==> src/rtl/dma_seq_pkg.sv <==
package dma_seq_pkg;
  typedef enum logic [1:0] {
    OP_DEMAND  = 2'd0,
    OP_SINGLE  = 2'd1,
    OP_BLOCK   = 2'd2,
    OP_CASCADE = 2'd3
  } op_mode_e;

  typedef enum logic [1:0] {
    XT_VERIFY  = 2'd0,
    XT_MEMWR   = 2'd1,
    XT_MEMRD   = 2'd2,
    XT_ILLEGAL = 2'd3
  } xfer_type_e;

  typedef struct packed {
    op_mode_e   op;
    logic       down;
    logic       reload;
    xfer_type_e xt;
  } mode_fields_t;

  typedef enum logic [1:0] {
    S_IDLE = 2'd0,
    S_WAIT = 2'd1,
    S_VER  = 2'd2
  } seq_state_e;
endpackage

==> src/rtl/dma_mode_decode.sv <==
module dma_mode_decode
  import dma_seq_pkg::*;
(
  input  logic [7:0]   mode_i,
  input  logic         ctrl_off_i,
  input  logic         ch_masked_i,
  output mode_fields_t fields_o,
  output logic         ignore_o,
  output logic         access_o
);
  always_comb begin
    fields_o.op     = op_mode_e'(mode_i[7:6]);
    fields_o.down   = mode_i[5];
    fields_o.reload = mode_i[4];
    fields_o.xt     = xfer_type_e'(mode_i[3:2]);
    ignore_o = ctrl_off_i || ch_masked_i ||
               (fields_o.op == OP_CASCADE) || (fields_o.xt == XT_ILLEGAL);
    access_o = (fields_o.xt == XT_MEMWR) || (fields_o.xt == XT_MEMRD);
  end
endmodule

==> src/rtl/dma_phys_addr.sv <==
module dma_phys_addr #(
  parameter int AW   = 16,
  parameter int PW   = 8,
  parameter bit WIDE = 1'b0
) (
  input  logic [PW-1:0]    page_i,
  input  logic [AW-1:0]    addr_i,
  output logic [PW+AW-1:0] phys_o
);
  generate
    if (WIDE) begin : g_word
      assign phys_o = {page_i, addr_i[AW-2:0], 1'b0};
    end else begin : g_byte
      assign phys_o = {page_i, addr_i};
    end
  endgenerate
endmodule

==> src/rtl/dma_status_reg.sv <==
module dma_status_reg #(
  parameter int NUM_CH = 4,
  localparam int CHW = $clog2(NUM_CH),
  localparam int SW  = 2 * NUM_CH
) (
  input  logic           clk,
  input  logic           rst,
  input  logic           pend_set_i,
  input  logic [CHW-1:0] pend_ch_i,
  input  logic           tc_i,
  input  logic [CHW-1:0] tc_ch_i,
  input  logic           rd_clr_i,
  output logic [SW-1:0]  status_o
);
  logic [SW-1:0] nxt;

  always_comb begin
    nxt = status_o;
    if (rd_clr_i) nxt[NUM_CH-1:0] = '0;
    if (pend_set_i) nxt[NUM_CH + int'(pend_ch_i)] = 1'b1;
    if (tc_i) begin
      nxt[int'(tc_ch_i)]          = 1'b1;
      nxt[NUM_CH + int'(tc_ch_i)] = 1'b0;
    end
  end

  always_ff @(posedge clk) begin
    if (rst) status_o <= '0;
    else     status_o <= nxt;
  end

  AST_RD_CLEARS: assert property (@(posedge clk) disable iff (rst)
    rd_clr_i && !tc_i |=> status_o[NUM_CH-1:0] == '0);
  AST_TC_FLAG: assert property (@(posedge clk) disable iff (rst)
    tc_i |=> status_o[$past(tc_ch_i)] && !status_o[NUM_CH + int'($past(tc_ch_i))]);
  AST_RD_KEEPS_PEND: assert property (@(posedge clk) disable iff (rst)
    rd_clr_i && !tc_i && !pend_set_i |=> $stable(status_o[SW-1:NUM_CH]));
endmodule

==> src/rtl/dma_xfer_seq.sv <==
module dma_xfer_seq
  import dma_seq_pkg::*;
#(
  parameter int NUM_CH = 4,
  parameter int AW     = 16,
  parameter int CW     = 16,
  parameter int PW     = 8,
  parameter logic [NUM_CH-1:0] WIDE_MASK = 4'b1100,
  localparam int CHW = $clog2(NUM_CH),
  localparam int SW  = 2 * NUM_CH,
  localparam int MW  = PW + AW
) (
  input  logic              clk,
  input  logic              rst,
  input  logic              req_i,
  input  logic [CHW-1:0]    ch_i,
  input  logic [7:0]        mode_i,
  input  logic [AW-1:0]     cur_addr_i,
  input  logic [CW-1:0]     cur_cnt_i,
  input  logic [AW-1:0]     base_addr_i,
  input  logic [CW-1:0]     base_cnt_i,
  input  logic [NUM_CH-1:0] mask_i,
  input  logic [7:0]        cmd_i,
  input  logic [PW-1:0]     page_i,
  input  logic              mem_ack_i,
  input  logic              status_rd_i,
  output logic              busy_o,
  output logic              mem_req_o,
  output logic              mem_wr_o,
  output logic              mem_rd_o,
  output logic [MW-1:0]     mem_addr_o,
  output logic              upd_valid_o,
  output logic [CHW-1:0]    upd_ch_o,
  output logic [AW-1:0]     upd_addr_o,
  output logic [CW-1:0]     upd_cnt_o,
  output logic [NUM_CH-1:0] mask_set_o,
  output logic [SW-1:0]     status_o
);
  seq_state_e   state;
  mode_fields_t dec_fields, fields_q;
  logic         ignore, access;
  logic [CHW-1:0] ch_q;
  logic [AW-1:0]  addr_q, baddr_q, nxt_addr;
  logic [CW-1:0]  cnt_q, bcnt_q, nxt_cnt;
  logic [MW-1:0]  phys_all [NUM_CH];
  logic accept, finish, tc;

  dma_mode_decode u_dec (
    .mode_i      (mode_i),
    .ctrl_off_i  (cmd_i[2]),
    .ch_masked_i (mask_i[ch_i]),
    .fields_o    (dec_fields),
    .ignore_o    (ignore),
    .access_o    (access)
  );

  genvar gi;
  generate
    for (gi = 0; gi < NUM_CH; gi++) begin : g_ch
      dma_phys_addr #(.AW(AW), .PW(PW), .WIDE(WIDE_MASK[gi])) u_pa (
        .page_i (page_i),
        .addr_i (cur_addr_i),
        .phys_o (phys_all[gi])
      );
    end
  endgenerate

  assign accept = (state == S_IDLE) && req_i && !ignore;
  assign finish = ((state == S_WAIT) && mem_ack_i) || (state == S_VER);
  assign busy_o = (state != S_IDLE);

  always_comb begin
    nxt_cnt = cnt_q - 1'b1;
    tc      = (nxt_cnt == '0);
    nxt_addr = fields_q.down ? (addr_q - 1'b1) : (addr_q + 1'b1);
    if (tc && fields_q.reload) begin
      nxt_addr = baddr_q;
      nxt_cnt  = bcnt_q;
    end
  end

  always_ff @(posedge clk) begin
    if (rst) begin
      state       <= S_IDLE;
      mem_req_o   <= 1'b0;
      mem_wr_o    <= 1'b0;
      mem_rd_o    <= 1'b0;
      mem_addr_o  <= '0;
      upd_valid_o <= 1'b0;
      upd_ch_o    <= '0;
      upd_addr_o  <= '0;
      upd_cnt_o   <= '0;
      mask_set_o  <= '0;
      ch_q        <= '0;
      fields_q    <= '0;
      addr_q      <= '0;
      cnt_q       <= '0;
      baddr_q     <= '0;
      bcnt_q      <= '0;
    end else begin
      upd_valid_o <= 1'b0;
      mask_set_o  <= '0;
      case (state)
        S_IDLE: if (accept) begin
          ch_q       <= ch_i;
          fields_q   <= dec_fields;
          addr_q     <= cur_addr_i;
          cnt_q      <= cur_cnt_i;
          baddr_q    <= base_addr_i;
          bcnt_q     <= base_cnt_i;
          mem_addr_o <= phys_all[ch_i];
          if (access) begin
            mem_req_o <= 1'b1;
            mem_wr_o  <= (dec_fields.xt == XT_MEMWR);
            mem_rd_o  <= (dec_fields.xt == XT_MEMRD);
            state     <= S_WAIT;
          end else begin
            state <= S_VER;
          end
        end
        S_WAIT: if (mem_ack_i) begin
          mem_req_o <= 1'b0;
          mem_wr_o  <= 1'b0;
          mem_rd_o  <= 1'b0;
          state     <= S_IDLE;
        end
        S_VER: state <= S_IDLE;
        default: state <= S_IDLE;
      endcase
      if (finish) begin
        upd_valid_o <= 1'b1;
        upd_ch_o    <= ch_q;
        upd_addr_o  <= nxt_addr;
        upd_cnt_o   <= nxt_cnt;
        if (tc && !fields_q.reload) mask_set_o <= NUM_CH'(1) << ch_q;
      end
    end
  end

  dma_status_reg #(.NUM_CH(NUM_CH)) u_stat (
    .clk        (clk),
    .rst        (rst),
    .pend_set_i (accept),
    .pend_ch_i  (ch_i),
    .tc_i       (finish && tc),
    .tc_ch_i    (ch_q),
    .rd_clr_i   (status_rd_i),
    .status_o   (status_o)
  );

  AST_STROBE_DIR: assert property (@(posedge clk) disable iff (rst)
    mem_req_o |-> (mem_wr_o ^ mem_rd_o));
  AST_REQ_HOLD: assert property (@(posedge clk) disable iff (rst)
    mem_req_o && !mem_ack_i |=> mem_req_o && $stable(mem_addr_o));
  AST_UPD_AFTER_ACK: assert property (@(posedge clk) disable iff (rst)
    mem_req_o && mem_ack_i |=> upd_valid_o && !mem_req_o);
  AST_UPD_PULSE: assert property (@(posedge clk) disable iff (rst)
    upd_valid_o |=> !upd_valid_o);
  AST_IGNORE_QUIET: assert property (@(posedge clk) disable iff (rst)
    (state == S_IDLE) && req_i && ignore |=> !mem_req_o && !busy_o);
  AST_MASK_AT_TC: assert property (@(posedge clk) disable iff (rst)
    (mask_set_o != '0) |-> upd_valid_o && (upd_cnt_o == '0) && $onehot(mask_set_o));
endmodule

==> config.mk <==
export PLATFORM = sky130hd
export DESIGN_NAME = dma_xfer_seq
export DESIGN_NICKNAME = d
export VERILOG_FILES = /design/src/rtl/dma_seq_pkg.sv /design/src/rtl/dma_mode_decode.sv /design/src/rtl/dma_phys_addr.sv /design/src/rtl/dma_status_reg.sv /design/src/rtl/dma_xfer_seq.sv
export SDC_FILE = /design/constraint.sdc
export NUM_CORES = 1
export LEC_CHECK = 0
export CAP_MARGIN = 20
export CORE_MARGIN = 1
export CORE_UTILIZATION = 30
export DETAILED_ROUTE_END_ITERATION = 8
export PLACE_DENSITY = 0.54
export SKIP_CTS_REPAIR_TIMING = 1
export SLEW_MARGIN = 0
export SYNTH_ARGS = -nofsm -noshare
export SYNTH_HDL_FRONTEND = slang
export SYNTH_SLANG_ARGS = --single-unit
==> constraint.sdc <==
create_clock -name clk -period 6.6 [get_ports clk]
set_input_delay 0.66 -clock clk [delete_from_list [all_inputs] [get_ports clk]]
set_output_delay 0.66 -clock clk [all_outputs]
set_load 0.01 [all_outputs]
**Yosys cells after proc, flatten, opt, wreduce, memory -nomap -nowiden**

Cells that the tools add are included.

- Bits in registers: 144
- Bits of input ports: 99
- Logic and storage cells: 104

- Bitwise logic cells: 7
- Reduce and logical (&&, ||, !) cells: 24
- Eq/ne operators: 9
- Add/subtract/negate cells: 5
- Shifts and indexed selects: 1
- Magnitude comparators: 8
- Mux-type cells: 32

Operators by type and width:

| operator | count |
|---|---|
| greater-or-equal comparator 32 x 1 -> 1 bit, second input constant | 2 |
| < comparator 32 x 5 -> 1 bit, second input constant | 2 |
| binary-select mux 24 bit (select 2 bit) | 1 |
| two-way mux 16 bit | 3 |
| two-way mux 24 bit | 2 |
| subtractor 16 x 1 -> 16 bit, second input constant | 2 |
| adder 16 x 1 -> 16 bit, second input constant | 1 |
| zero test 16 bit | 1 |
| two-way mux 8 bit | 2 |
| two-way mux 1 bit | 12 |
| logical AND 1 bit | 9 |
| adder 3 x 2 -> 4 bit, first input constant | 2 |
| bitwise AND 8 bit | 1 |
| == test 2 bit, second input constant | 4 |
| inverter 8 bit | 1 |
| OR 8 x 4 -> 8 bit | 1 |
| OR 8 bit | 1 |
| demux 1 bit (select 3 bit) | 2 |
| two-way mux 2 bit | 3 |
| inequality test 2 bit, second input constant | 3 |
| case mux 1 bit (2 select lines) | 3 |
| logical OR 1 bit | 5 |
| == test 2 x 1 -> 1 bit, second input constant | 2 |
| < comparator 2 x 4 -> 1 bit, second input constant | 1 |
| other kinds (16) | 20 |

**Logic depth before layout (Yosys ltp)**

Gate-level depths: netlist of run 1.

- Depth after elaboration: 11
- Gate-level depth with buffers: 12
- Depth with buffers taken out: 9

**Modules after synthesis**

From an unflattened synthesis of run 1, not the netlist that was laid out.

- Cells, all modules: 941
- Area total of the unflattened synthesis: 7970.1 um^2

Modules (own cells, without submodules):

| module | sequential area each (um^2) | cells each | area an instance (um^2) | instances |
|---|---|---|---|---|
| dma_xfer_seq | 2722.6 | 806 | 6866.6 | 1 |
| dma_phys_addr at g_ch[2].u_pa ... | 0.0 | 25 | 183.9 | 2 |
| dma_phys_addr at g_ch[0].u_pa ... | 0.0 | 24 | 180.2 | 2 |
| dma_status_reg | 160.2 | 29 | 306.5 | 1 |
| dma_mode_decode | 0.0 | 8 | 68.8 | 1 |

**Least setup slack after synthesis of run 1**

Ideal clock, no wire load.

- Path type: register to register
- Start point: register cnt_q[0]
- End point: register upd_addr_o[0]
- Cell stages (with the launch flop): 13
- Slack: 3.636 ns
- Period minus slack after synthesis: 2.964 ns
- Setup time: 0.132 ns
- Path buffers: 3
- Arrival time: 2.832 ns
- Required time: 6.468 ns
- Cells stage by stage: dfxtp_1 inv_1 ha_1 or3b_2 buf_2 nor4_1 a221o_1 nand4b_2 or4_1 buf_2 buf_6 o211ai_2 a21oi_1

- Longest elaborated chain between the ends: 4

Ends and longest elaborated chain:

| element | line | text |
|---|---|---|
| start: declaration | dma_xfer_seq.sv:44 | `logic [CW-1:0] cnt_q, bcnt_q, nxt_cnt;` |
| start signal: assignment | dma_xfer_seq.sv:108 | `cnt_q <= cur_cnt_i;` |
| subtractor 16 x 1 -> 16 bit | dma_xfer_seq.sv:73 | `nxt_cnt = cnt_q - 1'b1;` |
| zero test 16 bit | dma_xfer_seq.sv:74 | `tc = (nxt_cnt == '0);` |
| logical AND 1 bit | dma_xfer_seq.sv:76 | `if (tc && fields_q.reload) begin` |
| two-way mux 16 bit | dma_xfer_seq.sv:76 |  |
| end signal: assignment | dma_xfer_seq.sv:133 | `upd_addr_o <= nxt_addr;` |
| end: declaration | dma_xfer_seq.sv:34 | `output logic [AW-1:0] upd_addr_o,` |

No other way between the ends.
A chain may end at the register's enable or synchronous reset.

**Worst setup path after layout of run 1**

- Start point: register cnt_q[0]
- End point: register upd_cnt_o[5]

- Longest elaborated chain between the ends: 4

Ends and longest elaborated chain:

| element | line | text |
|---|---|---|
| subtractor 16 x 1 -> 16 bit (*) | dma_xfer_seq.sv:73 |  |
| zero test 16 bit | dma_xfer_seq.sv:74 |  |
| logical AND 1 bit | dma_xfer_seq.sv:76 |  |
| two-way mux 16 bit (*) | dma_xfer_seq.sv:76 |  |
| end signal: assignment | dma_xfer_seq.sv:134 | `upd_cnt_o <= nxt_cnt;` |
| end: declaration | dma_xfer_seq.sv:35 | `output logic [CW-1:0] upd_cnt_o,` |

Mark *: on every way between the ends. The rest lies on a longest branch, timed or not.

==> qor.txt, run 1 <==
Internal - 1.61 mW
Via density per instance - 4.89
Worst setup endpoint - upd_cnt_o[5]
Pwr dens - 235 mW/mm^2
Final worst path period share - 56.8%
Least-Margin Pin Slew - 1.00 ns
Initial DRC count - 338
WP data required - 6.93 ns
# port buffers - 164
Sw frac - 25.1%
Die area - 0.0232 mm^2
Multi-input gate area - 0.00362 mm^2
Vias - 6171
Clock buffer depth - 2
Min Tclk post-route - 3.75 ns
Top-area cell type share of the netlist area - 42.6%
Crit path cell chain - inv_1 > ha_1 > or3b_2 > nor4_1 > a221o_1 > nand4b_2 > nor4_2 > buf_4 > a221oi_1 > a211oi_1
DRC viols - 24
# clock sinks - 144
Max-Cap Viols - 0
Psw - 540 uW
Final hold violation count - 0
Crit path kind - register to register
Final wirelength - 19900 um
Post-synth EDFFs - 0
Gp weighted congestion - 0.819
Setup crit end kind - register
Antenna violations before repair - 2
Min-Delay Path Class - register to register
Chip Width - 152 um
Synth cell types - 67
Seq pwr share - 42.7%
WP buf/inv - 2
Synth Register Bits - 144
Synth Cell Area - 0.00677 mm^2
Peak VDD IR - 147 uV
Reg-to-Reg End - upd_cnt_o[5]
Total global routing overflow - 0
Status - finished with violations
Slowest stage delay, CP - 0.82 ns
Final slew viol count - 0
Worst Path Arrival - 4.08 ns
Post-Layout Cell Count - 1262
Area added between synthesis and finish - 35.6%
Fin Setup TNS - 0 ns
Clk root buf - clkbuf_16
Drt first pass iters - 6
Slowest CP cell - nor4_2
Global-route wire length before repair - 32300 um
Fraction of layout cells with a size suffix above 1 - 6.43%
Initial Utilization - 30.8%
Startpoint type of the worst setup path - register
Comb pwr share - 13.0%
R2R cell count - 10
CTS tree - built
Hold Slack - 0.447 ns
Reg2reg start - cnt_q[0]
Hpwl dp - 13700 um
Sequential fraction of the synthesis area - 42.6%
Worst-path clk slew - 0.06 ns
Clock share of power - 44.4%
Syn_nets - 955
LEAKAGE - 3.23 nW
Fill cells - 2230
Core Area - 0.0220 mm^2
Slew HR - 32.5%
Leading post-synthesis cells by cell area - dfxtp_1, nand2_1, a21oi_1
Failing checks - design-rule violations
CP Depth - 10
# rows - 54
CTS Buf Count - 17
Vias in the first global route - 5966
Synth async-reset ratio - 0%
F_max - 0.267 GHz
RSZ-0062 raised after global routing - no
CTS H-tree depth - 4
Worst skew pair latency - 0.42 ns
Clk_skew - 0.00785 ns
Largest net degree at the start of global routing - 89
ANT nets after route - 0
Total GRT Usage - 17.5%
Leading area contributor after synthesis - dfxtp_1
Synth Warn # - 0
Mean Syn Cell Area - 8.10 um^2
Crit. Startpoint - cnt_q[0]
R2R Setup Slk - 2.85 ns
DIE HEIGHT - 152 um
Register Area - 0.00288 mm^2
Commonest non-fill, non-tap cells in the layout - nand2_1, clkdlybuf4s50_1, dfxtp_1, a21oi_1, nor2_1
Cell family with most CP delay - simple AND/OR/NAND/NOR gates
Dpl cells - 1230
Mean routed wirelength per cell - 15.8 um
Gate Count Post-Synth - 836
Final nets - 1088
Setup violations, final - 0
Primary FF master, synth - dfxtp_1
Crit Path Max Fanout - 13
Commonest non-fill, non-tap cell in the layout - nand2_1
I/O pin total - 174
[worst register-to-register path, stage by stage, from the launching register on]
cell and delay [ns]:
dfxtp_1 0.39, inv_1 0.11, ha_1 0.24, or3b_2 0.60, nor4_1 0.31, a221o_1 0.21, nand4b_2 0.25, nor4_2 0.83
buf_4 0.35, a221oi_1 0.13, a211oi_1 0.25
[synthesized netlist by cell type (all sizes together) (2+ instances only)]
library cell and count:
nand2 187, dfxtp 144, a21oi 93, nor2 73, clkbuf 45, a211oi 34
nor3 24, mux2i 21, ha 19, xnor2 16, o21ai 15, inv 13
nand3 13, buf 12, nor4 11, xor2 10, nor2b 8, a31oi 7
o211ai 7, nand2b 6, a311oi 5, o41ai 5, or2 5, or4 5
a2111oi 4, a21o 4, nand3b 4, nor3b 4, and2 3, nand4b 3
o21a 3, o22ai 3, or3 3, a221oi 2, and3b 2, o21ba 2
o21bai 2, o31ai 2
[kinds of logic (layout without fill, tap and decap cells)]
logic type / Yosys count / count (layout) / share of synthesized area (%)
muxes: 22 / 22 / 3.44
other: 0 / 2 / 0
xor gates and xnor gates: 26 / 26 / 3.36
and+or+nand+nor: 357 / 357 / 23.5
buffers and inverters: 70 / 214 / 4.25
AOI/OAI and AO/OA: 197 / 197 / 19.0
DFF: 144 / 144 / 42.6
adders and majority gates: 20 / 20 / 3.81
[state kept, by name, summed over array words and instances, names as in the netlist]
register,cells
ch_q,2
u_stat.status_o,8
upd_ch_o,2
mask_set_o,4
baddr_q,16
mem_req_o,1
mem_wr_o,1
mem_addr_o,24
upd_addr_o,16
bcnt_q,16
cnt_q,16
upd_cnt_o,16
fields_q,2
addr_q,16
state,2
mem_rd_o,1
upd_valid_o,1
[worst min path at each step]
stage,endpoint,cells after the start,from,slack [ns]
finish,upd_ch_o[0],2,upd_ch_o[0],0.45
global placement,upd_ch_o[1],2,upd_ch_o[1],0.44
detailed placement,upd_ch_o[1],2,upd_ch_o[1],0.45
floorplan,baddr_q[2],2,baddr_q[2],0.44
global route,upd_cnt_o[0],2,upd_cnt_o[0],0.47
CTS,upd_ch_o[0],2,upd_ch_o[0],0.45
[final cells by class]
type                            instances  share of cell area, %
Multi-Input combinational cell        622                   39.5
Timing Repair Buffer                  171                   18.4
Inverter                               13                  0.532
Clock inverter                         10                   1.23
Clock buffer                           20                   5.08
Tap cell                              280                   3.82
Antenna cell                            2                 0.0545
Sequential cell                       144                   31.4
[power by group through the flow]
stage / logic (mW) / clock network (mW) / registers, mW
finish: 0.279 / 0.955 / 0.920
global route: 0.306 / 1.03 / 0.923
CTS: 0.282 / 0.983 / 0.920
detailed placement: 0.280 / 0 / 0.939
global placement: 0.279 / 0 / 0.938
floorplan: 0.147 / 0 / 0.939
[routing by layer]
metal  GRT usage [%]  part of all wire [%]  vias up
li1                -                     -     3176
met1            22.8                    47     2820
met2            28.2                    46      158
met3            4.86                   6.2       17
met4            5.15                   1.0        0
met5               0                     0        -
[stage by stage]
stage	setup WS, ns	power [mW]	instance area [um^2]	util (%)
3_5_place_dp	2.79	1.22	8600	39.1
4_1_cts	2.79	2.18	9180	41.8
6_report	2.85	2.15	9180	41.8
2_1_floorplan	3.64	1.09	6770	-
3_3_place_gp	2.81	1.22	8600	39.1
5_1_grt	2.46	2.26	9180	41.8
Note: power is estimated with default switching activity, not from simulation.
==> run 2: changes to the inputs <==
--- a/config.mk
+++ b/config.mk
@@ -9,7 +9,7 @@
 export CORE_MARGIN = 1
 export CORE_UTILIZATION = 30
 export DETAILED_ROUTE_END_ITERATION = 8
-export PLACE_DENSITY = 0.54
+export PLACE_DENSITY = 0.55
 export SKIP_CTS_REPAIR_TIMING = 1
 export SLEW_MARGIN = 0
 export SYNTH_ARGS = -nofsm -noshare
==> constraint.sdc (replaced) <==
create_clock -name clk -period 3.1 [get_ports clk]
set_input_delay 0.31 -clock clk [delete_from_list [all_inputs] [get_ports clk]]
set_output_delay 0.31 -clock clk [all_outputs]
set_load 0.01 [all_outputs]
==> qor.txt, run 2 (synthesis gave the netlist of run 1 again) <==
DIE HEIGHT - 152 um (unchanged)
# diodes - 0 (was 2)
Clk root buf - clkbuf_16 (unchanged)
Tot Pwr - 4.84 mW (was 2.15 mW)
Comb pwr share - 13.1% (was 13.0%)
Gp weighted congestion - 0.848 (was 0.819)
Worst skew pair latency - 0.43 ns (was 0.42 ns)
Final slew viol count - 0 (unchanged)
Status - finished with violations (unchanged)
Largest register FFs - 24 (unchanged)
Largest Register - mem_addr_o (unchanged)
CTS tree - built (unchanged)
Total global routing overflow - 0 (unchanged)
Max-Cap Viols - 0 (unchanged)
DRC viols - 12 (was 24)
Final hold violation count - 0 (unchanged)
Chip Width - 152 um (unchanged)
CTS Buf Count - 17 (unchanged)
# port buffers - 164 (unchanged)
Mean routed wirelength per cell - 15.6 um (was 15.8 um)
Initial Utilization - 30.8% (unchanged)
Psw - 1.19 mW (was 540 uW)
LEAKAGE - 3.42 nW (was 3.23 nW)
Peak VDD IR - 322 uV (was 147 uV)
Min Tclk post-route - 2.98 ns (was 3.75 ns)
I/O pin total - 174 (unchanged)
Setup violations, final - 0 (unchanged)
Vias - 6316 (was 6171)
Clock buffer depth - 2 (unchanged)
Worst-path clk slew - 0.06 ns (about the same)
Slew HR - 44.0% (was 32.5%)
# clock sinks - 144 (unchanged)
ANT nets after route - 0 (unchanged)
Final nets - 1113 (was 1088)
Commonest non-fill, non-tap cell in the layout - nand2_1 (unchanged)
Total GRT Usage - 17.6% (was 17.5%)
Crit path kind - register to register (unchanged)
Area added between synthesis and finish - 40.2% (was 35.6%)
Core Area - 0.0220 mm^2 (unchanged)
Failing checks - design-rule violations (unchanged)
Commonest non-fill, non-tap cells in the layout - nand2_1, clkdlybuf4s50_1, dfxtp_1, a21oi_1, nor2_1 (unchanged)
Sw frac - 24.5% (was 25.1%)
Global-route wire length before repair - 32400 um (was 32300 um)
# rows - 54 (unchanged)
Final worst path period share - 96.0% (was 56.8%)
Setup crit end kind - register (unchanged)
Antenna violations before repair - 0 (was 2)
Pwr dens - 510 mW/mm^2 (was 235 mW/mm^2)
Min-Delay Path Class - primary input to register (was register to register)
Initial DRC count - 403 (was 338)
Vias in the first global route - 6056 (was 5966)
Fraction of layout cells with a size suffix above 1 - 9.14% (was 6.43%)
CTS H-tree depth - 4 (unchanged)
Hpwl dp - 14200 um (was 13700 um)
Internal - 3.65 mW (was 1.61 mW)
Worst Path Arrival - 3.34 ns (was 4.08 ns)
F_max - 0.336 GHz (was 0.267 GHz)
Seq pwr share - 40.3% (was 42.7%)
Clk_skew - 0.00926 ns (was 0.00785 ns)
Crit Path Max Fanout - 9 (was 13)
WP data required - 3.47 ns (was 6.93 ns)
Largest net degree at the start of global routing - 83 (was 89)
Drt first pass iters - 7 (was 6)
Clock share of power - 46.6% (was 44.4%)
Least-Margin Pin Slew - 0.836 ns (was 1.00 ns)
Final wirelength - 20100 um (was 19900 um)
Final Util - 43.2% (was 41.8%)
Startpoint type of the worst setup path - register (unchanged)
Die area - 0.0232 mm^2 (unchanged)
Via density per instance - 4.91 (was 4.89)
run 2: worst paths after layout:
| kind | start | to | slack [ns] | cells after the start |
|---|---|---|---|---|
| worst max-delay path | cnt_q[0] | upd_addr_o[14] | 0.12 | 8 |
| worst min-delay path | rst | upd_cnt_o[0] | 0.42 | 2 |
| worst max register to register | cnt_q[0] | upd_addr_o[14] | 0.12 | 8 |
| worst min register to register | upd_addr_o[0] | upd_addr_o[0] | 0.45 | 2 |
run 2: layout make-up:
type,count,area [um^2]
Tap cell,280,350
Fill cell,2219,12500
Inverter,13,48.8
Multi-Input combinational cell,622,3640
Clock buffer,17,425
Sequential cell,144,2880
Timing Repair Buffer,196,1930
Clock inverter,15,218
run 2: critical path: stages (launching register included):
cell and delay, ns:
dfxtp_1 0.35, or4_1 0.56, buf_4 0.20, a2111oi_0 0.49
o22ai_1 0.18, o21ai_2 0.33, a2111oi_2 0.12, or4b_2 0.62
nand3_1 0.08
run 2: per-stage QoR:
step                      std cells  hold slack (ns)  cell area, um^2  setup TNS (ns)  setup slack, ns
after floorplan                 836            0.436             6770               0            0.136
after global placement         1255            0.439             8830               0            0.111
after detailed placement       1255            0.444             8830               0           0.0763
after CTS                      1287            0.413             9480               0           0.0441
after global routing           1287            0.432             9490          -0.686          -0.0801
final                          1287            0.425             9490               0            0.125
run 2: per-layer routing:
metal	wire [um]	share of wire (%)	track usage (%)	vias to the layer above
met3	1200	6.0	4.52	22
li1	-	-	-	3227
met2	9090	45	28.3	161
met5	0	0	0	-
met4	276	1.4	5.30	0
met1	9530	47	23.0	2906
run 2: power by group through the flow:
stage / logic, mW / registers, mW / clock network (mW)
final: 0.633 / 1.95 / 2.25
after global routing: 0.695 / 1.96 / 2.37
after CTS: 0.637 / 1.95 / 2.30
after detailed placement: 0.633 / 1.99 / 0
after global placement: 0.631 / 1.99 / 0
after floorplan: 0.314 / 2.00 / 0
